$ cat src/rtl/mss_pkg.sv
`timescale 1ns/1ps
// Shared types of the memory strobe sequencer.
package mss_pkg;
    // Sequencer states.
    typedef enum logic [1:0] {
        ST_IDLE    = 2'd0,
        ST_ACCESS  = 2'd1,
        ST_RELEASE = 2'd2,
        ST_DONE    = 2'd3
    } seq_state_e;

    // Windows: three strobes and the data drive enable.
    localparam int NUM_WIN = 4;
    localparam int WIN_DRV = 3;
endpackage

$ cat src/rtl/mss_sequencer.sv
`timescale 1ns/1ps
// Access sequencer: accepts a request while idle, counts access cycles,
// handles wait freezes and the release gap, and flags the done cycle.
// Assumes cfg inputs are stable in the cycle req is accepted.
module mss_sequencer
    import mss_pkg::*;
#(
    parameter int EXTRA_W = 4,
    parameter int REL_W   = 2,
    localparam int CYC_W  = EXTRA_W + 1
) (
    input  logic               clk,
    input  logic               rst_n,
    input  logic               req,
    input  logic               mem_wait,
    input  logic [EXTRA_W-1:0] cfg_extra,
    input  logic [REL_W-1:0]   cfg_release,
    output seq_state_e         st,
    output logic [CYC_W-1:0]   cyc,
    output logic [CYC_W-1:0]   last_cyc,
    output logic               frozen,
    output logic               accept
);
    logic [REL_W-1:0] rcnt_q;

    // Request is taken only in idle.
    assign accept = (st == ST_IDLE) && req;

    // State, cycle index, freeze flag and release count update.
    always_ff @(posedge clk) begin
        if (!rst_n) begin
            st       <= ST_IDLE;
            cyc      <= '0;
            last_cyc <= '0;
            frozen   <= 1'b0;
            rcnt_q   <= '0;
        end else begin
            unique case (st)
                ST_IDLE: if (req) begin
                    st       <= ST_ACCESS;
                    cyc      <= '0;
                    frozen   <= 1'b0;
                    last_cyc <= CYC_W'(cfg_extra) + CYC_W'(1);
                    rcnt_q   <= cfg_release;
                end
                ST_ACCESS: begin
                    if (frozen) begin
                        if (!mem_wait) frozen <= 1'b0;
                    end else if (cyc == last_cyc) begin
                        st <= (rcnt_q == '0) ? ST_DONE : ST_RELEASE;
                    end else begin
                        cyc    <= cyc + CYC_W'(1);
                        frozen <= mem_wait;
                    end
                end
                ST_RELEASE: begin
                    if (rcnt_q == REL_W'(1)) st <= ST_DONE;
                    rcnt_q <= rcnt_q - REL_W'(1);
                end
                default: st <= ST_IDLE;
            endcase
        end
    end
endmodule

$ cat src/rtl/mss_phase_window.sv
`timescale 1ns/1ps
// One half-cycle-resolution window. It asserts in phases [lead, 2N - trail)
// of the access. The high-half level comes from rising-edge state. The
// low-half level is retimed through a falling-edge register. In a frozen
// cycle both halves show the high-half level.
module mss_phase_window #(
    parameter int CYC_W   = 5,
    parameter int LEAD_W  = 3,
    parameter int TRAIL_W = 2,
    localparam int PH_W   = CYC_W + 2
) (
    input  logic               clk,
    input  logic               rst_n,
    input  logic               active,
    input  logic               frozen,
    input  logic [CYC_W-1:0]   cyc,
    input  logic [CYC_W-1:0]   last_cyc,
    input  logic [LEAD_W-1:0]  lead,
    input  logic [TRAIL_W-1:0] trail,
    output logic               win
);
    logic [PH_W-1:0] ph_hi, ph_lo, ph_stop;
    logic            lvl_hi, lvl_lo, lo_q;

    // Phase numbers of both halves and the window's end point.
    always_comb begin
        ph_hi   = {1'b0, cyc, 1'b0};
        ph_lo   = {1'b0, cyc, 1'b1};
        ph_stop = {1'b0, last_cyc, 1'b0} + PH_W'(2) - PH_W'(trail);
    end

    // Levels for the two halves of the current cycle.
    always_comb begin
        lvl_hi = active && (ph_hi >= PH_W'(lead)) && (ph_hi < ph_stop);
        lvl_lo = frozen ? lvl_hi
                        : (active && (ph_lo >= PH_W'(lead)) && (ph_lo < ph_stop));
    end

    // Falling-edge capture of the low-half level.
    always_ff @(negedge clk) begin
        if (!rst_n) lo_q <= 1'b0;
        else        lo_q <= lvl_lo;
    end

    assign win = clk ? lvl_hi : lo_q;
endmodule

$ cat src/rtl/mem_strobe_seq.sv
`timescale 1ns/1ps
// Programmable memory strobe sequencer top. It captures the window settings
// at accept, runs the sequencer, and builds four phase windows (three
// active-low strobes and the drive enable) plus the read latch marker.
module mem_strobe_seq
    import mss_pkg::*;
#(
    parameter int EXTRA_W = 4,
    parameter int REL_W   = 2,
    parameter int DRV_W   = 3,
    parameter int EDGE_W  = 2
) (
    input  logic               clk,
    input  logic               rst_n,
    input  logic               req,
    input  logic [EXTRA_W-1:0] cfg_extra,
    input  logic [REL_W-1:0]   cfg_release,
    input  logic [DRV_W-1:0]   cfg_drive_dly,
    input  logic [EDGE_W-1:0]  cfg_ce_fall,
    input  logic [EDGE_W-1:0]  cfg_ce_rise,
    input  logic [EDGE_W-1:0]  cfg_oe_fall,
    input  logic [EDGE_W-1:0]  cfg_oe_rise,
    input  logic [EDGE_W-1:0]  cfg_be_fall,
    input  logic [EDGE_W-1:0]  cfg_be_rise,
    input  logic               cfg_late_latch,
    input  logic               mem_wait,
    output logic               ce_n,
    output logic               oe_n,
    output logic               be_n,
    output logic               dq_oe,
    output logic               rd_latch,
    output logic               done
);
    localparam int CYC_W  = EXTRA_W + 1;
    localparam int LEAD_W = (DRV_W > EDGE_W) ? DRV_W : EDGE_W;

    seq_state_e       seq_st;
    logic [CYC_W-1:0] seq_cyc, seq_last;
    logic             seq_frozen, seq_accept, in_access;

    logic [LEAD_W-1:0] lead_in [NUM_WIN];
    logic [EDGE_W-1:0] trail_in[NUM_WIN];
    logic [LEAD_W-1:0] lead_q  [NUM_WIN];
    logic [EDGE_W-1:0] trail_q [NUM_WIN];
    logic              late_q;
    logic [NUM_WIN-1:0] win;

    mss_sequencer #(.EXTRA_W(EXTRA_W), .REL_W(REL_W)) u_seq (
        .clk(clk), .rst_n(rst_n), .req(req), .mem_wait(mem_wait),
        .cfg_extra(cfg_extra), .cfg_release(cfg_release),
        .st(seq_st), .cyc(seq_cyc), .last_cyc(seq_last),
        .frozen(seq_frozen), .accept(seq_accept)
    );

    // Settings ordered by window index.
    always_comb begin
        lead_in[0]        = LEAD_W'(cfg_ce_fall);
        trail_in[0]       = cfg_ce_rise;
        lead_in[1]        = LEAD_W'(cfg_oe_fall);
        trail_in[1]       = cfg_oe_rise;
        lead_in[2]        = LEAD_W'(cfg_be_fall);
        trail_in[2]       = cfg_be_rise;
        lead_in[WIN_DRV]  = LEAD_W'(cfg_drive_dly);
        trail_in[WIN_DRV] = '0;
    end

    // Window settings are captured at accept.
    always_ff @(posedge clk) begin
        if (!rst_n) begin
            for (int i = 0; i < NUM_WIN; i++) begin
                lead_q[i]  <= '0;
                trail_q[i] <= '0;
            end
            late_q <= 1'b0;
        end else if (seq_accept) begin
            for (int i = 0; i < NUM_WIN; i++) begin
                lead_q[i]  <= lead_in[i];
                trail_q[i] <= trail_in[i];
            end
            late_q <= cfg_late_latch;
        end
    end

    assign in_access = (seq_st == ST_ACCESS);

    for (genvar g = 0; g < NUM_WIN; g++) begin : g_win
        mss_phase_window #(.CYC_W(CYC_W), .LEAD_W(LEAD_W), .TRAIL_W(EDGE_W)) u_win (
            .clk(clk), .rst_n(rst_n), .active(in_access), .frozen(seq_frozen),
            .cyc(seq_cyc), .last_cyc(seq_last),
            .lead(lead_q[g]), .trail(trail_q[g]), .win(win[g])
        );
    end

    // Output decode: strobes active low, latch in the chosen unfrozen cycle.
    always_comb begin
        ce_n     = ~win[0];
        oe_n     = ~win[1];
        be_n     = ~win[2];
        dq_oe    = win[WIN_DRV];
        rd_latch = in_access && !seq_frozen &&
                   (seq_cyc == (late_q ? seq_last : seq_last - CYC_W'(1)));
        done     = (seq_st == ST_DONE);
    end
endmodule

$ cat config.mk
export PLATFORM = sky130hd
export DESIGN_NAME = mem_strobe_seq
export DESIGN_NICKNAME = d
export VERILOG_FILES = /design/src/rtl/mss_pkg.sv /design/src/rtl/mss_sequencer.sv /design/src/rtl/mss_phase_window.sv /design/src/rtl/mem_strobe_seq.sv
export SDC_FILE = /design/constraint.sdc
export NUM_CORES = 1
export LEC_CHECK = 0
export BUFFER_PORTS_ARGS = -buffer_cell sky130_fd_sc_hd__buf_2
export CORE_UTILIZATION = 49
export DETAILED_ROUTE_END_ITERATION = 12
export GPL_TIMING_DRIVEN = 0
export PLACE_DENSITY = 0.75
export SLEW_MARGIN = 20
export SYNTH_ARGS = -nofsm -noshare
export SYNTH_HDL_FRONTEND = slang
export SYNTH_SLANG_ARGS = --single-unit
$ cat constraint.sdc
create_clock -name clk -period 3 [get_ports clk]
set_clock_uncertainty 0.2 [all_clocks]
set_input_delay 0.3 -clock clk [delete_from_list [all_inputs] [get_ports clk]]
set_output_delay 0.3 -clock clk [all_outputs]
set_load 0.01 [all_outputs]
# Yosys cells after proc, flatten, opt, wreduce, memory -nomap -nowiden
# Memories as Yosys holds them, arrays and structs flattened.
# Cells that the tools add are included.
totals:
  ff_bits: 20
  ram_bits: 20
  input_bits: 26
  out_inout_bits: 6
  elab_cells: 126
  mem_count: 2
memory_table:
  columns: ["memory", "depth", "word_bits", "read_ports", "rd_clocked_by_memory_dff", "wr", "line_no", "text"]
  rows:
  - ["lead_q", 4, 3, 4, 0, 4, "mem_strobe_seq.sv:43", "logic [LEAD_W-1:0] lead_q [NUM_WIN];"]
  - ["trail_q", 4, 2, 4, 0, 4, "mem_strobe_seq.sv:44", "logic [EDGE_W-1:0] trail_q [NUM_WIN];"]
op_classes:
  add_sub_neg: 9
  magnitude_cmp: 16
  eq_ne: 11
  muxes: 38
  bitwise_logic: 11
  reduce_logical: 29
ops:
  columns: ["cell", "count"]
  rows:
  - ["$lt A6 B7 Y1", 8]
  - ["$ge A6 B3 Y1", 8]
  - ["$sub A7 B2 Y7", 4]
  - ["$mux W5", 4]
  - ["$logic_and A1 B1 Y1", 19]
  - ["$mux W2", 9]
  - ["$mux W1", 17]
  - ["$mux W3", 4]
  - ["$eq A5 B5 Y1", 2]
  - ["$pmux W5 S2", 1]
  - ["$ne A2 B2 Y1 const B", 4]
  - ["$or A1 B1 Y1", 8]
  - ["$reduce_and A4 Y1", 2]
  - ["$add A6 B2 Y7 const B", 1]
  - ["$pmux W2 S3", 1]
  - ["$reduce_and A2 Y1", 3]
  - ["$add A4 B1 Y5 const B", 1]
  - ["$add A5 B1 Y5 const B", 1]
  - ["$sub A5 B1 Y5 const B", 1]
  - ["$eq A2 B1 Y1 const B", 2]
  - ["$eq A2 B2 Y1 const B", 2]
  - ["$logic_not A2 Y1", 2]
  - ["$pmux W2 S2", 1]
  - ["$reduce_bool A2 Y1", 2]
  - ["5 further kinds", 7]

# Longest topological paths before layout
# Gate-level depths: netlist of the first run.
logic_depth:
  ltp_word: 6
  depth_mapped: 13
  ltp_nobuf: 11

# Hierarchy
# A second synthesis of the first run with hierarchy kept.
unflattened:
  cells_unflattened: 430
  hier_area_um2: 3824.9
by_module_without_submodules:
  columns: ["module", "n_inst", "cells_per_inst", "area_per_inst_um2", "seq_area_each_um2"]
  rows:
  - ["mss_phase_window", 4, 65, 520.5, 20.0]
  - ["mss_sequencer", 1, 109, 957.2, 300.3]
  - ["mem_strobe_seq", 1, 61, 785.8, 470.5]

==> results of run 1 <==
path summary, 6_finish.rpt:
path / from / end / slack (ps) / depth (start not counted)
setup reg to reg: u_seq.last_cyc[0]$_SDFFE_PN0P_ / g_win[0].u_win.lo_q$_SDFF_NN0_ / -1050 / 12
hold reg to reg: u_seq.rcnt_q[0]$_SDFFE_PN0P_ / u_seq.rcnt_q[0]$_SDFFE_PN0P_ / 340 / 2
hold / removal: cfg_extra[3] / u_seq.last_cyc[4]$_SDFFE_PN0P_ / 6 / 3
setup / recovery: u_seq.last_cyc[0]$_SDFFE_PN0P_ / g_win[0].u_win.lo_q$_SDFF_NN0_ / -1050 / 12
per-layer routing:
metal	GRT usage (%)	vias to the layer above
met5	0	-
met2	46.69	127
met4	20.88	0
met1	30.39	1447
li1	-	1447
met3	7.912	44
state kept, by name (all words and copies together) (netlist names):
register,cells
lead_q,9
u_seq.last_cyc,5
u_seq.st,2
u_seq.frozen,1
u_seq.cyc,5
g_win.u_win.lo_q,4
u_seq.rcnt_q,2
late_q,1
trail_q,6
Yosys cell counts (all sizes together) (3+ instances only):
master | n | area [um^2]
ha | 44 | 550.5
nand2 | 32 | 120.1
inv | 29 | 108.9
a21oi | 27 | 135.1
xnor2 | 24 | 229.0
dfxtp | 20 | 400.4
and3 | 19 | 118.9
edfxtp | 15 | 450.4
nor2 | 14 | 52.55
o21ai | 14 | 73.82
nor2b | 11 | 68.82
nand3 | 10 | 55.05
buf | 9 | 72.57
clkbuf | 9 | 33.78
mux2i | 7 | 70.07
nand4 | 7 | 43.79
a211oi | 6 | 45.04
a31oi | 5 | 31.28
o211ai | 5 | 37.54
nor3 | 4 | 20.02
xor2 | 4 | 35.03
a21o | 3 | 22.52
and2 | 3 | 18.77
fa | 3 | 60.06
nor4 | 3 | 25.02
nor4b | 3 | 38.79
o2bb2ai | 3 | 26.28
o31a | 3 | 26.28
or3 | 3 | 18.77
power by group:
group | internal, mW | total, mW | switching (mW)
sequential | 0.626 | 0.725 | 0.0982
clock | 0.362 | 0.656 | 0.294
combinational | 0.893 | 1.97 | 1.07
per-stage QoR:
stage / TNS [ps] / util, % / instances / setup slack, ps / total power [mW]
final: -5715 / 68.19 / 516 / -1054 / 3.347
after global routing: -6448 / 68.19 / 516 / -1162 / 3.576
after CTS: -5349 / 66.87 / 512 / -994.1 / 3.215
after detailed placement: -5507 / 57.33 / 466 / -1386 / 2.372
after global placement: -5064 / 57.33 / 466 / -1263 / 2.304
after floorplan: -3435 / - / 360 / -915.6 / 1.994
kinds of logic (layout without fill, tap and decap cells):
logic type | Yosys count | count (layout) | synth area share [%]
AO/OA/AOI/OAI | 78 | 78 | 16.01
XOR/XNOR | 28 | 28 | 8.320
adder cells (fa/ha/maj) | 48 | 48 | 19.56
buffers and inverters | 47 | 128 | 6.782
flip-flops | 35 | 35 | 26.81
multiplexers | 7 | 7 | 2.208
AND/OR/NAND/NOR | 117 | 117 | 20.31
area by class of cell:
| class | instances | share of cell area (%) |
|---|---|---|
| flip-flops and latches | 35 | 20.71 |
| plain buffers | 18 | 3.703 |
| well taps | 75 | 2.258 |
| clock buffers | 15 | 3.883 |
| repair buffers | 59 | 9.693 |
| multi-input cells | 278 | 56.11 |
| clock inverters | 8 | 0.7827 |
| inverters | 28 | 2.860 |
what timing repair did:
item                       in CTS  in global routing
hold endpoints to repair        5                  0
setup endpoints to repair      10                 11
cloned                          0                  0
pin swaps                      18                 16
gates resized for setup        41                 11
setup buffers                  33                  6
hold buffers                    5                  0
critical path: cells and delay by family (launching register included):
kind            cells  cell delay, ps
buf+inv             3             300
xor+xnor            1             150
compound gates      4             620
simple gates        2             330
flops               1             370
fa+ha+maj           2             540
==> flow_summary.yaml, run 1 <==
outcome:
  run_status: "complete, but fails checks"
  violations: "setup timing"
route:
  top_signal_layer_used: "met4"
  wl_met1_um: 3643
  drt_first_pass_iters: 5
  dr.first_iter.drc_count: 194
  viasPerCell: 5.940
  met2_wirelength_um: 4385
  antenna_violating_nets_left: 0
  wirelength_um: 8885
  dr_wl_met3_um: 432
  detail_route.wl_per_cell_um: 17.22
  drc: 0
  vias: 3065
synth:
  post_synthesis_sequential_area_ratio_pct: 26.81
  synth_area_per_cell_um2: 8.814
  synth_cell_types: 51
  post_synthesis_net_count: 433
  synth-seq-cells: 35
  postSynth.topFlopCell: "sky130_fd_sc_hd__dfxtp_1"
  ys_warn_count: 0
  netlist_instances: 360
  synth-edff-count: 15
  mappedNetlistArea_um2: 3173
  ys_async_sr_fraction_pct: 0
pwr:
  leakage_nw: 1.835
  worst_supply_voltage_drop_on_vdd_v: 0.0005453
  p_per_area_nw_per_um2: 805.3
timing:
  finalHoldWorstSlack_ps: 6.378
  grt_setup_unrepaired: "yes"
  setup_viol: 9
  slew_violations: 0
  finalHoldViolations: 0
  worstMarginPinSlew_ps: 627.2
  slew_headroom_pct: 58.13
  least_setup_slack_across_all_paths_after_layout_ps: -1054
worst_setup_path:
  worstPathMaxFanout: 5
  arrival_time_of_data_at_the_critical_path_endpoint_ps: 2700
  criticalPathCategory: "reg -> reg"
  cp_max_stage_delay_ps: 370
  cp-start-kind: "flop"
  critPathSlowestCell: "sky130_fd_sc_hd__dfxtp_4"
  critPathCaptureType: "flop"
  worstPathCellList: "buf_8 -> inv_8 -> buf_4 -> ha_4 -> a211oi_4 -> nand2_2 -> xnor2_2 -> ha_1 -> and3_4 -> o21ai_4 -> o211ai_1 -> a21oi_1"
  crit_required_ps: 1650
floorplanning:
  die_h_um: 82.47
  initial_utilization_pct: 52.05
  ioPinCount: 32
  dieArea_um2: 6801
  chipWidth_um: 82.47
  row_count: 28
  core_area_um2: 6096
global_route:
  number_of_global_route_vias_before_repair: 3026
  grt_overflow_total: 0
  grt_usage_pct: 28.10
  maximum_number_of_pins_on_one_net_before_global_route_repair: 16
  grt_antenna_before_repair: 0
  grt_first_pass_wirelength_um: 13830
finish:
  final_cell_area_um2: 4156
  synth_to_final_area_change_pct: 30.99
  finish.net_count: 512
  drive_above_1_share_pct: 29.25
  seq_area_um2: 860.8
  mostFrequentLayoutCells: "sky130_fd_sc_hd__ha_1 (42), sky130_fd_sc_hd__buf_2 (32), sky130_fd_sc_hd__nand2_1 (31)"
  filler_cell_count: 477
  multiInputGateArea_um2: 2332
  mostFrequentLayoutCell: "sky130_fd_sc_hd__ha_1"
  n_antenna_cell: 0
placed_design:
  hpwlAfterDp_um: 5834
  placed_area_um2: 3495
  globalplace.congestion: 0.9072
  portBuffers: 31
run:
  timing.max_cap.violations: 0
min_path:
  classification_of_the_worst_slack_hold_path: "in -> reg"
clock_network:
  clock_latency_ps: 400
  clk_pin_slew_ps: 70
  clock_tree_from_tritoncts: "yes"
Note: power is estimated with default switching activity, not from simulation.
==> inputs of run 2 (changes only) <==
--- a/config.mk
+++ b/config.mk
@@ -5,11 +5,13 @@
 export SDC_FILE = /design/constraint.sdc
 export NUM_CORES = 1
 export LEC_CHECK = 0
+export ABC_AREA = 1
 export BUFFER_PORTS_ARGS = -buffer_cell sky130_fd_sc_hd__buf_2
 export CORE_UTILIZATION = 49
 export DETAILED_ROUTE_END_ITERATION = 12
 export GPL_TIMING_DRIVEN = 0
 export PLACE_DENSITY = 0.75
+export RECOVER_POWER = 25
 export SLEW_MARGIN = 20
 export SYNTH_ARGS = -nofsm -noshare
 export SYNTH_HDL_FRONTEND = slang
==> flow_summary.yaml, run 2 <==
global_route:
  number_of_global_route_vias_before_repair: 3122
  grt_first_pass_wirelength_um: 13520
  grt_overflow_total: 0
  maximum_number_of_pins_on_one_net_before_global_route_repair: 22
  grt_usage_pct: 27.22
  grt_antenna_before_repair: 0
timing:
  setup_viol: 17
  finalHoldViolations: 0
  least_setup_slack_across_all_paths_after_layout_ps: -1010
  finalHoldWorstSlack_ps: 4.730
  worstMarginPinSlew_ps: 904.2
  grt_setup_unrepaired: "yes"
  slew_violations: 0
  slew_headroom_pct: 39.57
floorplanning:
  die_h_um: 82.17
  row_count: 28
  chipWidth_um: 82.17
  dieArea_um2: 6752
  core_area_um2: 6061
  ioPinCount: 32
  initial_utilization_pct: 51.96
synth:
  post_synthesis_net_count: 490
  ys_warn_count: 0
  synth-seq-cells: 35
  ys_async_sr_fraction_pct: 0
  postSynth.topFlopCell: "sky130_fd_sc_hd__dfxtp_1"
  synth_top_area_share_pct: 17.48
  post-synth-top-count-cell: "sky130_fd_sc_hd__inv_1"
  biggest_area_contributors_in_the_synthesized_netlist: "sky130_fd_sc_hd__ha_1 (17%), sky130_fd_sc_hd__edfxtp_1 (14%), sky130_fd_sc_hd__dfxtp_1 (13%), sky130_fd_sc_hd__inv_1 (8.3%), sky130_fd_sc_hd__nand2_1 (7.7%)"
  synth_cell_types: 36
  post_synthesis_sequential_area_ratio_pct: 27.02
  netlist_instances: 417
  synth_area_per_cell_um2: 7.552
  synth-edff-count: 15
  synth_top_area_cell: "sky130_fd_sc_hd__ha_1"
  mappedNetlistArea_um2: 3149
  synth_commonest_cells: "sky130_fd_sc_hd__inv_1 (70), sky130_fd_sc_hd__nand2_1 (65), sky130_fd_sc_hd__ha_1 (44)"
clock_network:
  clock_tree_from_tritoncts: "yes"
  clk_pin_slew_ps: 80
  clock_latency_ps: 410
pwr:
  power_mw: 3.019
  worst_supply_voltage_drop_on_vdd_v: 0.0004833
  p_per_area_nw_per_um2: 715.6
  leakage_nw: 1.992
worst_setup_path:
  r2r-start: "u_seq.last_cyc[1]$_SDFFE_PN0P_"
  critPathCaptureType: "flop"
  crit_required_ps: 1710
  reg2reg_setup_slack_ps: -1010
  cp.depth: 16
  r2r-end: "g_win[2].u_win.lo_q$_SDFF_NN0_"
  worstPathMaxFanout: 5
  critical_path.startpoint: "u_seq.last_cyc[1]$_SDFFE_PN0P_"
  rr_worst_depth: 16
  worstPathCellList: "buf_6 -> ha_4 -> inv_1 -> nand2_2 -> nand2_4 -> buf_4 -> nor3_4 -> xor2_1 -> ha_1 -> inv_2 -> o21bai_1 -> nand3_1 -> nand2_1 -> inv_2 -> nand3_2 -> a21oi_2"
  capture_point_of_the_worst_path: "g_win[2].u_win.lo_q$_SDFF_NN0_"
  critical_path_buf_inv_count: 5
  cp_max_stage_delay_ps: 360
  cp-start-kind: "flop"
  critical_path.most_common_cell: "sky130_fd_sc_hd__inv_2"
  criticalPathCategory: "reg -> reg"
  arrival_time_of_data_at_the_critical_path_endpoint_ps: 2720
  cpLargestDelayFamily: "simple AND/OR/NAND/NOR gates"
  critPathSlowestCell: "sky130_fd_sc_hd__dfxtp_4"
finish:
  synth_to_final_area_change_pct: 33.97
  biggestRegsByFlops: "lead_q x9, trail_q x6"
  n_antenna_cell: 0
  mostFrequentLayoutCell: "sky130_fd_sc_hd__inv_1"
  multiInputGateArea_um2: 2131
  biggest_register: "lead_q"
  drive_above_1_share_pct: 25.73
  seq_area_um2: 858.3
  mostFrequentLayoutCells: "sky130_fd_sc_hd__inv_1 (67), sky130_fd_sc_hd__nand2_1 (61), sky130_fd_sc_hd__ha_1 (38)"
  finish.net_count: 584
  filler_cell_count: 451
  largest_register_ff_count: 9
route:
  viasPerCell: 5.580
  dr.first_iter.drc_count: 189
  detail_route.wl_per_cell_um: 15.51
  wirelength_um: 9120
  antenna_violating_nets_left: 0
  vias: 3281
  drc: 0
  drt_first_pass_iters: 5
run:
  timing.max_cap.violations: 0
placed_design:
  hpwlAfterDp_um: 5462
  portBuffers: 31
  globalplace.congestion: 0.9368
min_path:
  classification_of_the_worst_slack_hold_path: "in -> reg"
outcome:
  run_status: "complete, but fails checks"
  violations: "setup timing"
-- run 2: cell families after synthesis --
logic type	synth area share [%]
AO/OA/AOI/OAI	12.55
XOR/XNOR	6.397
buffers and inverters	11.40
flip-flops	27.02
AND/OR/NAND/NOR	23.24
adder cells (fa/ha/maj)	19.39
-- run 2: final cells by class --
class / count / area share [%]
buffer: 9 / 1.661
clock buffer: 15 / 4.241
multi-input combinational: 298 / 50.50
sequential: 35 / 20.34
clock inverter: 8 / 0.9193
inverter: 74 / 7.088
timing repair buffer: 74 / 13.02
tap: 75 / 2.224
-- run 2: power breakdown --
part | internal (mW) | switching (mW) | leakage [nW]
Sequential | 0.610 | 0.0847 | 0.326
Combinational | 0.645 | 0.915 | 1.51
Clock | 0.414 | 0.351 | 0.155
-- run 2: worst min path at each step --
stage | from | endpoint | slack [ps] | cells past startpoint
2_1_floorplan | cfg_extra[0] | u_seq.last_cyc[0]$_SDFFE_PN0P_ | 200 | 1
3_3_place_gp | clk | ce_n | 270 | 2
3_5_place_dp | clk | ce_n | 270 | 2
4_1_cts | cfg_ce_rise[0] | trail_q[0][0]$_SDFFCE_PN0P_ | 4 | 3
5_1_grt | cfg_ce_rise[0] | trail_q[0][0]$_SDFFCE_PN0P_ | 6 | 3
6_report | cfg_drive_dly[2] | lead_q[3][2]$_SDFFCE_PN0P_ | 5 | 3
-- run 2: per-stage QoR --
stage | instance area (um^2) | worst slack, ps | util [%] | cells | setup TNS [ps]
2_1_floorplan | 3188 | -952.0 | - | 417 | -3267
5_1_grt | 4219 | -1073 | 69.61 | 588 | -5715
3_3_place_gp | 3437 | -1146 | 56.71 | 523 | -4112
6_report | 4219 | -1010 | 69.61 | 588 | -4840
3_5_place_dp | 3437 | -1233 | 56.71 | 523 | -4344
4_1_cts | 4018 | -932.4 | 66.29 | 579 | -4117
-- run 2: worst min-delay path, delay by kind of cell --
| family | cells | cell delay [ps] |
|---|---|---|
| simple gates | 1 | 100 |
| buf+inv | 2 | 100 |
-- run 2: repair_timing --
item | CTS | global route
endpoints found under the hold margin | 19 | 0
endpoints found under the setup margin | 17 | 18
pin swaps | 13 | 17
hold buffers | 20 | 0
buffers inserted | 18 | 9
gates resized for setup | 17 | 34
gates cloned | 1 | 0
-- run 2: per-layer routing --
layer | part of all wire (%) | GRT usage, %
met2 | 50 | 45.04
met1 | 39 | 30.90
met5 | 0 | 0
met4 | 4.2 | 15.61
met3 | 7.1 | 8.462
